File: src/rtl/regset_pkg.sv
package regset_pkg;

  typedef enum logic [3:0] {
    AM_IND     = 4'd0,
    AM_POSTINC = 4'd1,
    AM_PREDEC  = 4'd2,
    AM_DISP    = 4'd3,
    AM_PCDISP  = 4'd4,
    AM_INDEX   = 4'd5,
    AM_PCINDEX = 4'd6,
    AM_ABSW    = 4'd7,
    AM_ABSL    = 4'd8
  } amode_e;

  typedef enum logic [2:0] {
    S_IDLE,
    S_NEXT,
    S_FETCH,
    S_BLO,
    S_BHI,
    S_WREG,
    S_WBACK,
    S_FIN
  } seq_e;

endpackage

File: src/rtl/regset_pick.sv
// Lowest-set-bit finder over the remaining selection vector.
module regset_pick #(
  parameter int unsigned N = 16
) (
  input  logic [N-1:0]         vec_i,
  output logic                 any_o,
  output logic [$clog2(N)-1:0] pos_o,
  output logic [N-1:0]         rest_o
);
  localparam int unsigned PW = $clog2(N);

  logic [N-1:0] first;

  genvar g;
  generate
    for (g = 0; g < N; g++) begin : g_first
      if (g == 0) begin : g_lsb
        assign first[g] = vec_i[g];
      end else begin : g_upper
        assign first[g] = vec_i[g] & ~(|vec_i[g-1:0]);
      end
    end
  endgenerate

  always_comb begin
    pos_o = '0;
    for (int i = 0; i < N; i++) begin
      if (first[i]) pos_o = pos_o | PW'(i);
    end
  end

  assign any_o  = |vec_i;
  assign rest_o = vec_i & ~first;

endmodule

File: src/rtl/regset_budget.sv
// Fixed overhead charged at start: direction base, mode extra, prefetch.
module regset_budget import regset_pkg::*; #(
  parameter int unsigned CW         = 16,
  parameter int unsigned STORE_BASE = 8,
  parameter int unsigned LOAD_BASE  = 4,
  parameter int unsigned PREFETCH   = 4
) (
  input  logic          store_i,
  input  logic [3:0]    mode_i,
  output logic [CW-1:0] ovh_o
);
  logic [CW-1:0] extra;
  logic [CW-1:0] base;

  always_comb begin
    case (mode_i)
      AM_DISP, AM_PCDISP:   extra = CW'(4);
      AM_INDEX, AM_PCINDEX: extra = CW'(6);
      AM_ABSW:              extra = CW'(4);
      AM_ABSL:              extra = CW'(8);
      default:              extra = '0;
    endcase
  end

  assign base  = store_i ? CW'(STORE_BASE) : CW'(LOAD_BASE);
  assign ovh_o = base + extra + CW'(PREFETCH);

endmodule

File: src/rtl/regset_addr.sv
// Working-address arithmetic: step up, step down, and upper-word offset.
module regset_addr #(
  parameter int unsigned AW = 32,
  parameter int unsigned BW = 16
) (
  input  logic [AW-1:0] wa_i,
  input  logic          long_i,
  output logic [AW-1:0] up_o,
  output logic [AW-1:0] dn_o,
  output logic [AW-1:0] hi_o
);
  localparam int unsigned HALFB = BW / 8;

  logic [AW-1:0] step;

  assign step = long_i ? AW'(2 * HALFB) : AW'(HALFB);
  assign up_o = wa_i + step;
  assign dn_o = wa_i - step;
  assign hi_o = wa_i + AW'(HALFB);

endmodule

File: src/rtl/regset_xfer.sv
module regset_xfer import regset_pkg::*; #(
  parameter int unsigned NREG       = 16,
  parameter int unsigned AW         = 32,
  parameter int unsigned BW         = 16,
  parameter int unsigned CW         = 16,
  parameter int unsigned STORE_BASE = 8,
  parameter int unsigned LOAD_BASE  = 4,
  parameter int unsigned PREFETCH   = 4,
  parameter int unsigned BEAT_COST  = 4
) (
  input  logic                      clk,
  input  logic                      rst_n,
  input  logic                      start_i,
  input  logic                      dir_store_i,
  input  logic                      long_i,
  input  logic [3:0]                mode_i,
  input  logic [NREG-1:0]           mask_i,
  input  logic [AW-1:0]             ea_i,
  input  logic [$clog2(NREG)-2:0]   base_i,
  output logic                      mem_req_o,
  output logic                      mem_we_o,
  output logic [AW-1:0]             mem_addr_o,
  output logic [BW-1:0]             mem_wdata_o,
  input  logic                      mem_ack_i,
  input  logic [BW-1:0]             mem_rdata_i,
  output logic [$clog2(NREG)-1:0]   rf_raddr_o,
  input  logic [2*BW-1:0]           rf_rdata_i,
  output logic                      rf_we_o,
  output logic [$clog2(NREG)-1:0]   rf_waddr_o,
  output logic [2*BW-1:0]           rf_wdata_o,
  output logic                      busy_o,
  output logic                      done_o,
  output logic [CW-1:0]             cycles_o
);
  localparam int unsigned IW  = $clog2(NREG);
  localparam int unsigned BIW = IW - 1;
  localparam int unsigned RW  = 2 * BW;

  // state registers
  seq_e            state_q, state_nx;
  logic [NREG-1:0] rem_q,   rem_nx;
  logic [IW-1:0]   idx_q,   idx_nx;
  logic [AW-1:0]   wa_q,    wa_nx;
  logic [RW-1:0]   hold_q,  hold_nx;
  logic [CW-1:0]   cyc_q,   cyc_nx;
  logic            store_q, store_nx;
  logic            long_q,  long_nx;
  logic            desc_q,  desc_nx;
  logic            wb_q,    wb_nx;
  logic [BIW-1:0]  base_q,  base_nx;

  // helper outputs
  logic            pick_any;
  logic [IW-1:0]   pick_pos;
  logic [NREG-1:0] pick_rest;
  logic [CW-1:0]   ovh;
  logic [AW-1:0]   wa_up, wa_dn, wa_hi;
  logic            beat_last;
  logic            seq_en;

  regset_pick #(.N(NREG)) u_pick (
    .vec_i  (rem_q),
    .any_o  (pick_any),
    .pos_o  (pick_pos),
    .rest_o (pick_rest)
  );

  regset_budget #(
    .CW(CW), .STORE_BASE(STORE_BASE), .LOAD_BASE(LOAD_BASE), .PREFETCH(PREFETCH)
  ) u_budget (
    .store_i (dir_store_i),
    .mode_i  (mode_i),
    .ovh_o   (ovh)
  );

  regset_addr #(.AW(AW), .BW(BW)) u_addr (
    .wa_i   (wa_q),
    .long_i (long_q),
    .up_o   (wa_up),
    .dn_o   (wa_dn),
    .hi_o   (wa_hi)
  );

  // A beat that closes the current register: the only word of a word
  // transfer, or the second word of a long transfer.
  assign beat_last = mem_ack_i && ((state_q == S_BHI) || (state_q == S_BLO && !long_q));

  // Clock enable: registers move while busy or when a start is accepted.
  assign seq_en = (state_q != S_IDLE) || start_i;

  // next-state logic
  always_comb begin
    state_nx = state_q;
    rem_nx   = rem_q;
    idx_nx   = idx_q;
    wa_nx    = wa_q;
    hold_nx  = hold_q;
    cyc_nx   = cyc_q;
    store_nx = store_q;
    long_nx  = long_q;
    desc_nx  = desc_q;
    wb_nx    = wb_q;
    base_nx  = base_q;

    unique case (state_q)
      S_IDLE: begin
        if (start_i) begin
          state_nx = S_NEXT;
          rem_nx   = mask_i;
          wa_nx    = ea_i;
          cyc_nx   = ovh;
          store_nx = dir_store_i;
          long_nx  = long_i;
          desc_nx  = dir_store_i && (mode_i == AM_PREDEC);
          wb_nx    = (mode_i == AM_PREDEC) || (mode_i == AM_POSTINC);
          base_nx  = base_i;
        end
      end

      S_NEXT: begin
        if (pick_any) begin
          rem_nx   = pick_rest;
          idx_nx   = desc_q ? (IW'(NREG - 1) - pick_pos) : pick_pos;
          state_nx = S_FETCH;
        end else begin
          state_nx = wb_q ? S_WBACK : S_FIN;
        end
      end

      S_FETCH: begin
        if (store_q) hold_nx = rf_rdata_i;
        if (desc_q)  wa_nx   = wa_dn;
        state_nx = S_BLO;
      end

      S_BLO: begin
        if (mem_ack_i) begin
          cyc_nx = cyc_q + CW'(BEAT_COST);
          if (!store_q) begin
            if (long_q) hold_nx = {mem_rdata_i, hold_q[BW-1:0]};
            else        hold_nx = {{BW{mem_rdata_i[BW-1]}}, mem_rdata_i};
          end
          if (long_q) state_nx = S_BHI;
        end
      end

      S_BHI: begin
        if (mem_ack_i) begin
          cyc_nx = cyc_q + CW'(BEAT_COST);
          if (!store_q) hold_nx = {hold_q[RW-1:BW], mem_rdata_i};
        end
      end

      S_WREG:  state_nx = S_NEXT;
      S_WBACK: state_nx = S_FIN;
      S_FIN:   state_nx = S_IDLE;
      default: state_nx = S_IDLE;
    endcase

    if (beat_last) begin
      if (!desc_q) wa_nx = wa_up;
      state_nx = store_q ? S_NEXT : S_WREG;
    end
  end

  // register process
  always_ff @(posedge clk or negedge rst_n) begin
    if (!rst_n) begin
      state_q <= S_IDLE;
      rem_q   <= '0;
      idx_q   <= '0;
      wa_q    <= '0;
      hold_q  <= '0;
      cyc_q   <= '0;
      store_q <= 1'b0;
      long_q  <= 1'b0;
      desc_q  <= 1'b0;
      wb_q    <= 1'b0;
      base_q  <= '0;
    end else if (seq_en) begin
      state_q <= state_nx;
      rem_q   <= rem_nx;
      idx_q   <= idx_nx;
      wa_q    <= wa_nx;
      hold_q  <= hold_nx;
      cyc_q   <= cyc_nx;
      store_q <= store_nx;
      long_q  <= long_nx;
      desc_q  <= desc_nx;
      wb_q    <= wb_nx;
      base_q  <= base_nx;
    end
  end

  // memory port: long store puts low word at addr+2 first, long load
  // fetches the upper word at addr first
  always_comb begin
    mem_req_o   = (state_q == S_BLO) || (state_q == S_BHI);
    mem_we_o    = store_q;
    mem_addr_o  = wa_q;
    mem_wdata_o = hold_q[BW-1:0];
    if (state_q == S_BLO) begin
      if (store_q && long_q) mem_addr_o = wa_hi;
    end else if (state_q == S_BHI) begin
      if (store_q) mem_wdata_o = hold_q[RW-1:BW];
      else         mem_addr_o  = wa_hi;
    end
  end

  // register file ports
  assign rf_raddr_o = idx_q;
  assign rf_we_o    = (state_q == S_WREG) || (state_q == S_WBACK);
  assign rf_waddr_o = (state_q == S_WBACK) ? {1'b1, base_q} : idx_q;
  assign rf_wdata_o = (state_q == S_WBACK) ? RW'(wa_q) : hold_q;

  assign busy_o   = (state_q != S_IDLE);
  assign done_o   = (state_q == S_FIN);
  assign cycles_o = cyc_q;

endmodule

File: config.mk
export PLATFORM = sky130hd
export DESIGN_NAME = regset_xfer
export DESIGN_NICKNAME = d
export VERILOG_FILES = /design/src/rtl/regset_pkg.sv /design/src/rtl/regset_pick.sv /design/src/rtl/regset_budget.sv /design/src/rtl/regset_addr.sv /design/src/rtl/regset_xfer.sv
export SDC_FILE = /design/constraint.sdc
export NUM_CORES = 1
export LEC_CHECK = 0
export BUFFER_PORTS_ARGS = -buffer_cell sky130_fd_sc_hd__buf_2
export CAP_MARGIN = 0
export CORE_MARGIN = 2
export CORE_UTILIZATION = 55
export DETAILED_ROUTE_END_ITERATION = 12
export GPL_TIMING_DRIVEN = 0
export HOLD_SLACK_MARGIN = 0.12
export MAX_ROUTING_LAYER = met4
export PLACE_DENSITY_LB_ADDON = 0.2
export REMOVE_ABC_BUFFERS = 1
export SLEW_MARGIN = 25
export SYNTH_ARGS = -nofsm -noshare
export SYNTH_HDL_FRONTEND = slang
export SYNTH_SLANG_ARGS = --single-unit
File: constraint.sdc
create_clock -name clk -period 3.9 [get_ports clk]
set_clock_uncertainty 0.2 [all_clocks]
set_input_delay 0.78 -clock clk [delete_from_list [all_inputs] [get_ports clk]]
set_output_delay 0.78 -clock clk [all_outputs]
set_load 0.05 [all_outputs]
# Yosys cells after proc, flatten, opt, wreduce, memory -nomap -nowiden
# Index checks and enable logic that the tools add are counted.
# word_totals
wordCells	175
reg_bits	110
inputBits	109
output_inout_bits	109
# op_classes
n_reduce_logical	42
eq_ne	27
muxes	54
n_bitwise	33
addsub	7
# ops
cell	count
32-bit two-way mux	12
16-bit two-way mux	9
32-bit case mux with 3 select lines	1
16-bit case mux with 2 select lines	2
32-bit case mux with 2 select lines	1
4-bit two-way mux	11
3-bit two-way mux	11
16-bit by 3-bit adder with 16-bit output, second input constant	2
32-bit by 2-bit adder with 32-bit output, second input constant	1
32-bit adder	1
32-bit subtractor	1
31-bit two-way mux	1
3-bit case mux with 7 select lines	1
16-bit by 4-bit adder with 16-bit output	1
16-bit AND	1
4-bit by 3-bit equality test with 1-bit output, second input constant	4
2-bit != test, second input constant	8
1-bit NOT	16
16-bit NOT	1
16-bit OR reduction	1
1-bit AND	15
15-bit OR reduction	1
14-bit OR reduction	1
13-bit OR reduction	1
other kinds (35)	59

# Depth between registers and ports, before layout
# Gate-level depths: netlist of the first run.
# depth
ltp_word	19
depth_mapped	10
ltp_nobuf	9

# By module
# Synthesis of the first run repeated with hierarchy kept, for this count alone.
# unflattened
hier_cells	1098
area_unflattened_um2	9386.5
# modules_own_cells
module	cells_per_inst	seq_area_each_um2	area_per_inst_um2	instances
regset_xfer	721	2752.6	6824.0	1
regset_addr	298	0.0	1970.6	1
regset_pick	51	0.0	371.6	1
regset_budget	28	0.0	220.2	1

# Worst setup path before layout of the first run
# OpenSTA, ideal clock, no wires.
# synth_timing
path_type	register to output
start	register store_q, in the netlist mem_we_o
end	output mem_addr_o[29]
setup_slack_ps	259
t_required_ps	2920
arrival_time_ps	2661
path_stages_with_launch	8
path_buffers	2
path_cell_list	dfrtp_1 -> clkbuf_1 -> nand2_1 -> o22ai_2 -> nand4_1 -> buf_2 -> nor4_1 -> xor2_1
# synth_via
elab_chain_cells	3
word_cells_on_any_way	5
cone_classes	4 x mux; 1 x reduce/logical
# synth_lines
item	line	rtl
start, declared	regset_xfer.sv:46	logic store_q, store_nx;
start signal, assigned	regset_xfer.sv:187	store_q <= store_nx;
32-bit two-way mux / 1-bit logical AND (equally long branches)	regset_xfer.sv:205, regset_xfer.sv:203	
32-bit two-way mux, on equally long branches	regset_xfer.sv:204, regset_xfer.sv:203	
32-bit two-way mux (*)	regset_xfer.sv:202	if (state_q == S_BLO) begin
end, declared	regset_xfer.sv:22	output logic [AW-1:0] mem_addr_o,
# Mark *: on every way between the ends. The rest lies on a longest branch, timed or not.

# Final worst setup path of the first run
# layout_timing
start	register state_q[1]
end	output mem_addr_o[30]
# layout_via
elab_chain_cells	3
word_cells_on_any_way	4
cone_classes	2 x eq/ne; 2 x mux
# layout_lines
item	line	rtl
start, declared	regset_xfer.sv:40	seq_e state_q, state_nx;
start signal, assigned	regset_xfer.sv:181	state_q <= state_nx;
3-bit equality test	regset_xfer.sv:204	end else if (state_q == S_BHI) begin
32-bit two-way mux	regset_xfer.sv:204	
32-bit two-way mux (*)	regset_xfer.sv:202	
# Marks and branches as above.

==> impl_metrics.ini, run 1 <==
[synth]
synthDistinctLibCells = 81
syn_area_sq_mm = 0.00875
yosysMostFrequentCell = nand2_1
yosysTopAreaCellShare = 0.312
synthTopCellsByCount = nand2_1, dfrtp_1, o21ai_0
ys.flop_type = dfrtp_1
syn_area_per_cell_sq_um = 8.16
postSynth.asyncResetShare = 1.00
synth-edff-count = 0
synth_area_leader_cell = dfrtp_1
ys_seq_area_frac = 0.312
synth-seq-cells = 109
yosys-top-cells-area = dfrtp_1, mux2_2, nand2_1, o21ai_0, a21oi_1
syn_inst = 1073
yosys_warnings = 0

[clock_tree]
numCtsBuffers = 9
cts_root_buffer = clkbuf_16
clk_path_buf_depth = 2
hold_buffers = 0
cts_tree = yes
h-tree-depth = 3
cts.sinks = 109
path_clk_slew_ns = 0.08
insertion_delay_ns = 0.36

[detailed_routing]
final_antenna_net_count = 0
wl_per_cell_um = 21.1
totalWireLength_um = 30500
via_per_inst = 6.53
drtPass1Iterations = 6
vias = 9442
drc = 0
drt_iter0_markers = 1239

[place]
gp_congestion = 0.983
hpwl_um = 21200
place_inst = 1416
placed_cell_area_sq_mm = 0.00987
numPortBuffers = 216

[worst_setup_path]
worstSetupPathType = reg -> out
crit_arrival_ns = 2.84
crit_fanout = 18
crit_start = state_q[1]$_DFFE_PN0P_
required_ns = 2.92
reg2reg_from = long_q$_DFFE_PN0P_
worstSetupEndpointType = output port
worstSetupStartpointType = register

[cells_and_area]
final_area_sq_mm = 0.0104
nFillCells = 1361
area_growth_pct = 18.3
nets = 1342
drive_above_1_share = 0.292
post-route-util = 0.659
final_cells = 1445

[floorplanning]
die-area_sq_mm = 0.0169
initial_core_util = 0.557
row_count = 46
chipHeight_um = 130
io_pins = 218
die_x_um = 130
core_sq_mm = 0.0157

[global_route]
grt_pass1_wl_um = 46500
grt_max_degree = 68
grtUsageTotal = 0.365
overflow = 0
grt_antenna_before_repair = 2
busiest_layer = met2
grtUsageMet2 = 0.541
grt_use_met3 = 0.0775
grt_pass1_vias = 8576
met1_usage = 0.479

[power]
switching_share = 0.582
peakVddDrop_uv = 687
p_int_mw = 4.40
share_comb_of_total_power = 0.644
p_per_area_mw_per_mm2 = 1020
p_leak_nw = 4.47
power_frac_clock = 0.101
power_frac_seq = 0.255
switching_power_mw = 6.13
power_mw = 10.5

[timing]
hold_violations = 0
tightestPinTransition_ns = 1.14
fin_crit_ns = 3.82
slew_headroom = 0.240
holdWs_ns = 0.149
drv_slew = 0
finalCritPeriodShare = 0.981
setup_viol = 0
fmax_mhz = 261

[status]
outcome = finished, final reports clean

[hold_path]
worstHoldPathType = in -> async

[run]
cap_violations = 0
flip-flops by register name, indices dropped and copies added, names as in the netlist:
register	count
wa_q	32
hold_q	32
long_q	1
mem_we_o	1
rem_q	16
cycles_o	15
wb_q	1
state_q	3
base_q	3
rf_raddr_o	4
desc_q	1
stage by stage:
step	setup WS, ns	TNS, ns
6_report	0.0758	0
5_1_grt	-0.0543	-0.0543
4_1_cts	0.0134	0
3_5_place_dp	-0.603	-9.41
3_3_place_gp	-4.33	-183.26
2_1_floorplan	-0.881	-22.27
worst paths after layout:
kind | slack [ns] | cells after the start | end
min reg2reg | 0.28 | 2 | base_q[2]$_DFFE_PN0P_
min in group clk | 0.28 | 2 | base_q[2]$_DFFE_PN0P_
min | 0.15 | 1 | wa_q[6]$_DFFE_PN0P_
max reg2reg | 0.23 | 9 | wa_q[29]$_DFFE_PN0P_
max in group asynchronous | 2.61 | 2 | state_q[2]$_DFFE_PN0P_
max | 0.08 | 7 | mem_addr_o[30]
per-layer routing:
metal	share of wire	vias up
met5	0	-
met4	0.043	0
met3	0.10	99
met2	0.46	610
met1	0.40	4457
li1	-	4276
power groups by stage:
stage / Combinational [mW] / Sequential, mW / Clock, mW
4_1_cts: 6.62 / 2.64 / 1.07
2_1_floorplan: 4.80 / 2.50 / 0
3_5_place_dp: 6.57 / 2.64 / 0
3_3_place_gp: 6.42 / 2.62 / 0
6_report: 6.78 / 2.68 / 1.07
5_1_grt: 7.22 / 2.76 / 1.11
worst max-delay path, cell delays in order, from the launching register on:
cell and delay, ns:
dfrtp_4 0.59, or3b_4 0.49, o22ai_4 0.24, nand4_1 0.15, buf_4 0.22, nor4_2 0.34
xor2_1 0.21, buf_4 0.23
cells by family (layout without fill, tap and decap cells):
group	after synthesis	count (layout)	share of synthesized area
AO/OA/AOI/OAI	308	308	0.236
XOR/XNOR	44	44	0.0440
adder cells (fa/ha/maj)	13	13	0.0212
buffers and inverters	130	282	0.0602
flip-flops	109	109	0.312
multiplexers	67	67	0.0852
other	1	5	0.000428
AND/OR/NAND/NOR	401	401	0.241
layout make-up:
cell class                      count  area [sq um]  share of cell area
Multi-Input combinational cell    834          5570               0.538
Timing Repair Buffer              237          1320               0.127
Clock inverter                      7           105              0.0102
Antenna cell                        4          10.0            0.000967
Tap cell                          216           270              0.0261
Sequential cell                   109          2750               0.265
Clock buffer                        9           225              0.0218
Inverter                           29           109              0.0105
cell usage in the layout, fill, tap and decap left out, drive strengths merged, types with 5 or more instances in the layout:
master	n
buf	237
nand2	119
dfrtp	109
o21ai	88
nor2	67
a21oi	60
mux2	60
nor4	37
a22o	33
inv	33
nor3	32
xor2	26
nand3	24
o31ai	19
xnor2	18
or4	16
nand4	15
and3	13
nand2b	13
o211ai	13
and4	11
or3	10
o31a	10
a221oi	10
a211oi	10
ha	10
and2	10
or2	9
clkbuf	9
a31oi	8
mux2i	7
nor2b	5
o21a	5
a21o	5
nor3b	5
repair_timing:
item / 4_1_cts / 5_1_grt
setup buffers: 6 / 3
resized for setup: 12 / 8
pin swaps: 2 / 1
hold endpoints to repair: 0 / 0
endpoints found under the setup margin: 64 / 20
Power figures use the tool's default switching activity.
==> run 2: changes to the inputs <==
--- a/config.mk
+++ b/config.mk
@@ -13,7 +13,7 @@
 export GPL_TIMING_DRIVEN = 0
 export HOLD_SLACK_MARGIN = 0.12
 export MAX_ROUTING_LAYER = met4
-export PLACE_DENSITY_LB_ADDON = 0.2
+export PLACE_DENSITY = 0.83
 export REMOVE_ABC_BUFFERS = 1
 export SLEW_MARGIN = 25
 export SYNTH_ARGS = -nofsm -noshare
==> constraint.sdc (replaced) <==
create_clock -name clk -period 3.9 [get_ports clk]
set_clock_uncertainty 0.2 [all_clocks]
set_input_delay 0.78 -clock clk [delete_from_list [all_inputs] [get_ports clk]]
set_output_delay 0.78 -clock clk [all_outputs]
set_load 0.01 [all_outputs]
==> run 2 against run 1 <==
Against the previous run:
- flip-flop and latch count is the same
- combinational power decreased by 25%
- cell area shrank 0.57%
- critical endpoint is now mem_addr_o[28]
==> impl_metrics.ini, run 2 (synthesis results as in run 1) <==
[global_route]
overflow = 0
grt_pass1_vias = 8623
grtUsageTotal = 0.369
grt_antenna_before_repair = 3
grt_pass1_wl_um = 47000
grt_max_degree = 70

[cells_and_area]
drive_above_1_share = 0.287
seq_area_sq_mm = 0.00274
post-route-util = 0.655
area_growth_pct = 17.6
final_cells = 1442
nets = 1340
nFillCells = 1360
top_regs = hold_q (32), wa_q (32), rem_q (16)
multi_input_area_sq_mm = 0.00556
final_common_cell = buf_2
most-common-layout-cells = buf_2, nand2_1, dfrtp_1

[clock_tree]
path_clk_slew_ns = 0.08
clk_path_buf_depth = 2
cts_tree = yes
numCtsBuffers = 9
cts_root_buffer = clkbuf_16
h-tree-depth = 3
insertion_delay_ns = 0.37
cts.sinks = 109

[floorplanning]
io_pins = 218
row_count = 46
die_x_um = 130
core_sq_mm = 0.0157
die-area_sq_mm = 0.0169
initial_core_util = 0.557
chipHeight_um = 130

[power]
p_leak_nw = 4.46
power_mw = 8.80
peakVddDrop_uv = 430
p_per_area_mw_per_mm2 = 855

[place]
hpwl_um = 21700
numPortBuffers = 216
place_inst = 1416
gp_congestion = 0.966

[detailed_routing]
drt_iter0_markers = 1048
via_per_inst = 6.63
totalWireLength_um = 31000
wl_per_cell_um = 21.5
drc = 0
final_antenna_net_count = 0
drtPass1Iterations = 6
vias = 9564

[worst_setup_path]
cp_top_family = simple AND/OR/NAND/NOR gates
worstSetupEndpointType = output port
crit_arrival_ns = 2.79
crit_buf_inv = 1
worstSetupPathType = reg -> out
crit_fanout = 18
required_ns = 2.92
cpPeakStageDelay_ns = 0.83
worstSetupStartpointType = register
cp_cell_sequence = nand3_1 -> or3_1 -> nor4_1 -> xnor2_1 -> buf_2
crit_slowest_cell = dfrtp_1

[run]
cap_violations = 0

[timing]
rsz0062_at_grt = no
setup_tns_ns = 0
fin_crit_ns = 3.77
finalCritPeriodShare = 0.967
setup_viol = 0
fmax_mhz = 265
drv_slew = 0
slew_headroom = 0.285
hold_violations = 0
tightestPinTransition_ns = 1.07

[status]
outcome = finished, final reports clean

[hold_path]
worstHoldPathType = in -> async
[run 2: cell count changes in the layout (fill, tap and decap cells not counted), moves of 2 or more]
| cell | delta |
|---|---|
| buf_4 | -6 |
| buf_2 | +5 |
| dfrtp_1 | +3 |
| dfrtp_2 | -2 |
| inv_6 | -2 |
| nor4_2 | -2 |
| clkinv_8 | +2 |
| nor4_1 | +2 |
[run 2: where the power goes]
part | internal [mW] | total (mW) | switching [mW] | leakage (nW)
registers | 1.65 | 2.70 | 1.05 | 1.35
clock network | 0.523 | 1.04 | 0.513 | 0.160
logic | 2.13 | 5.06 | 2.93 | 2.95
[run 2: timing repair]
item                                    CTS  global route
endpoints found under the setup margin   58            17
resized for setup                         5             5
pin swaps                                 2             1
hold buffers                              0             0
setup buffers                             3             4
[run 2: layout make-up]
type,count,area share
inverter,29,0.0106
antenna,3,0.000729
clock buffer,9,0.0219
multi-input combinational,834,0.540
timing repair buffer,235,0.124
clock inverter,7,0.00997
sequential,109,0.266
tap,216,0.0263
[run 2: worst paths after layout]
path / slack, ns / startpoint / endpoint / cells past startpoint
worst max-delay path: 0.13 / wa_q[13]$_DFFE_PN0P_ / mem_addr_o[28] / 5
worst min-delay path: 0.13 / rst_n / wa_q[4]$_DFFE_PN0P_ / 1
worst max register to register: 0.14 / long_q$_DFFE_PN0P_ / wa_q[29]$_DFFE_PN0P_ / 9
worst min register to register: 0.28 / base_q[2]$_DFFE_PN0P_ / base_q[2]$_DFFE_PN0P_ / 2
max in group asynchronous: 2.67 / rst_n / hold_q[14]$_DFFE_PN0P_ / 2
min in group clk: 0.28 / base_q[2]$_DFFE_PN0P_ / base_q[2]$_DFFE_PN0P_ / 2
[run 2: per-layer routing]
layer / vias up / GRT usage / wire, um
li1: 4275 / - / -
met1: 4519 / 0.485 / 12300
met2: 648 / 0.532 / 13800
met3: 122 / 0.0943 / 3530
met4: 0 / 0.178 / 1410
met5: - / - / 0
[run 2: metrics by stage]
stage | hold slack [ns] | cell area (sq um) | setup slack [ns]
6_report | 0.130 | 10300 | 0.130
5_1_grt | 0.156 | 10300 | 0.0310
3_3_place_gp | 0.257 | 9690 | -4.38
2_1_floorplan | 0.242 | 8330 | -0.881
4_1_cts | 0.138 | 10200 | 0.00641
3_5_place_dp | 0.266 | 9870 | -0.480
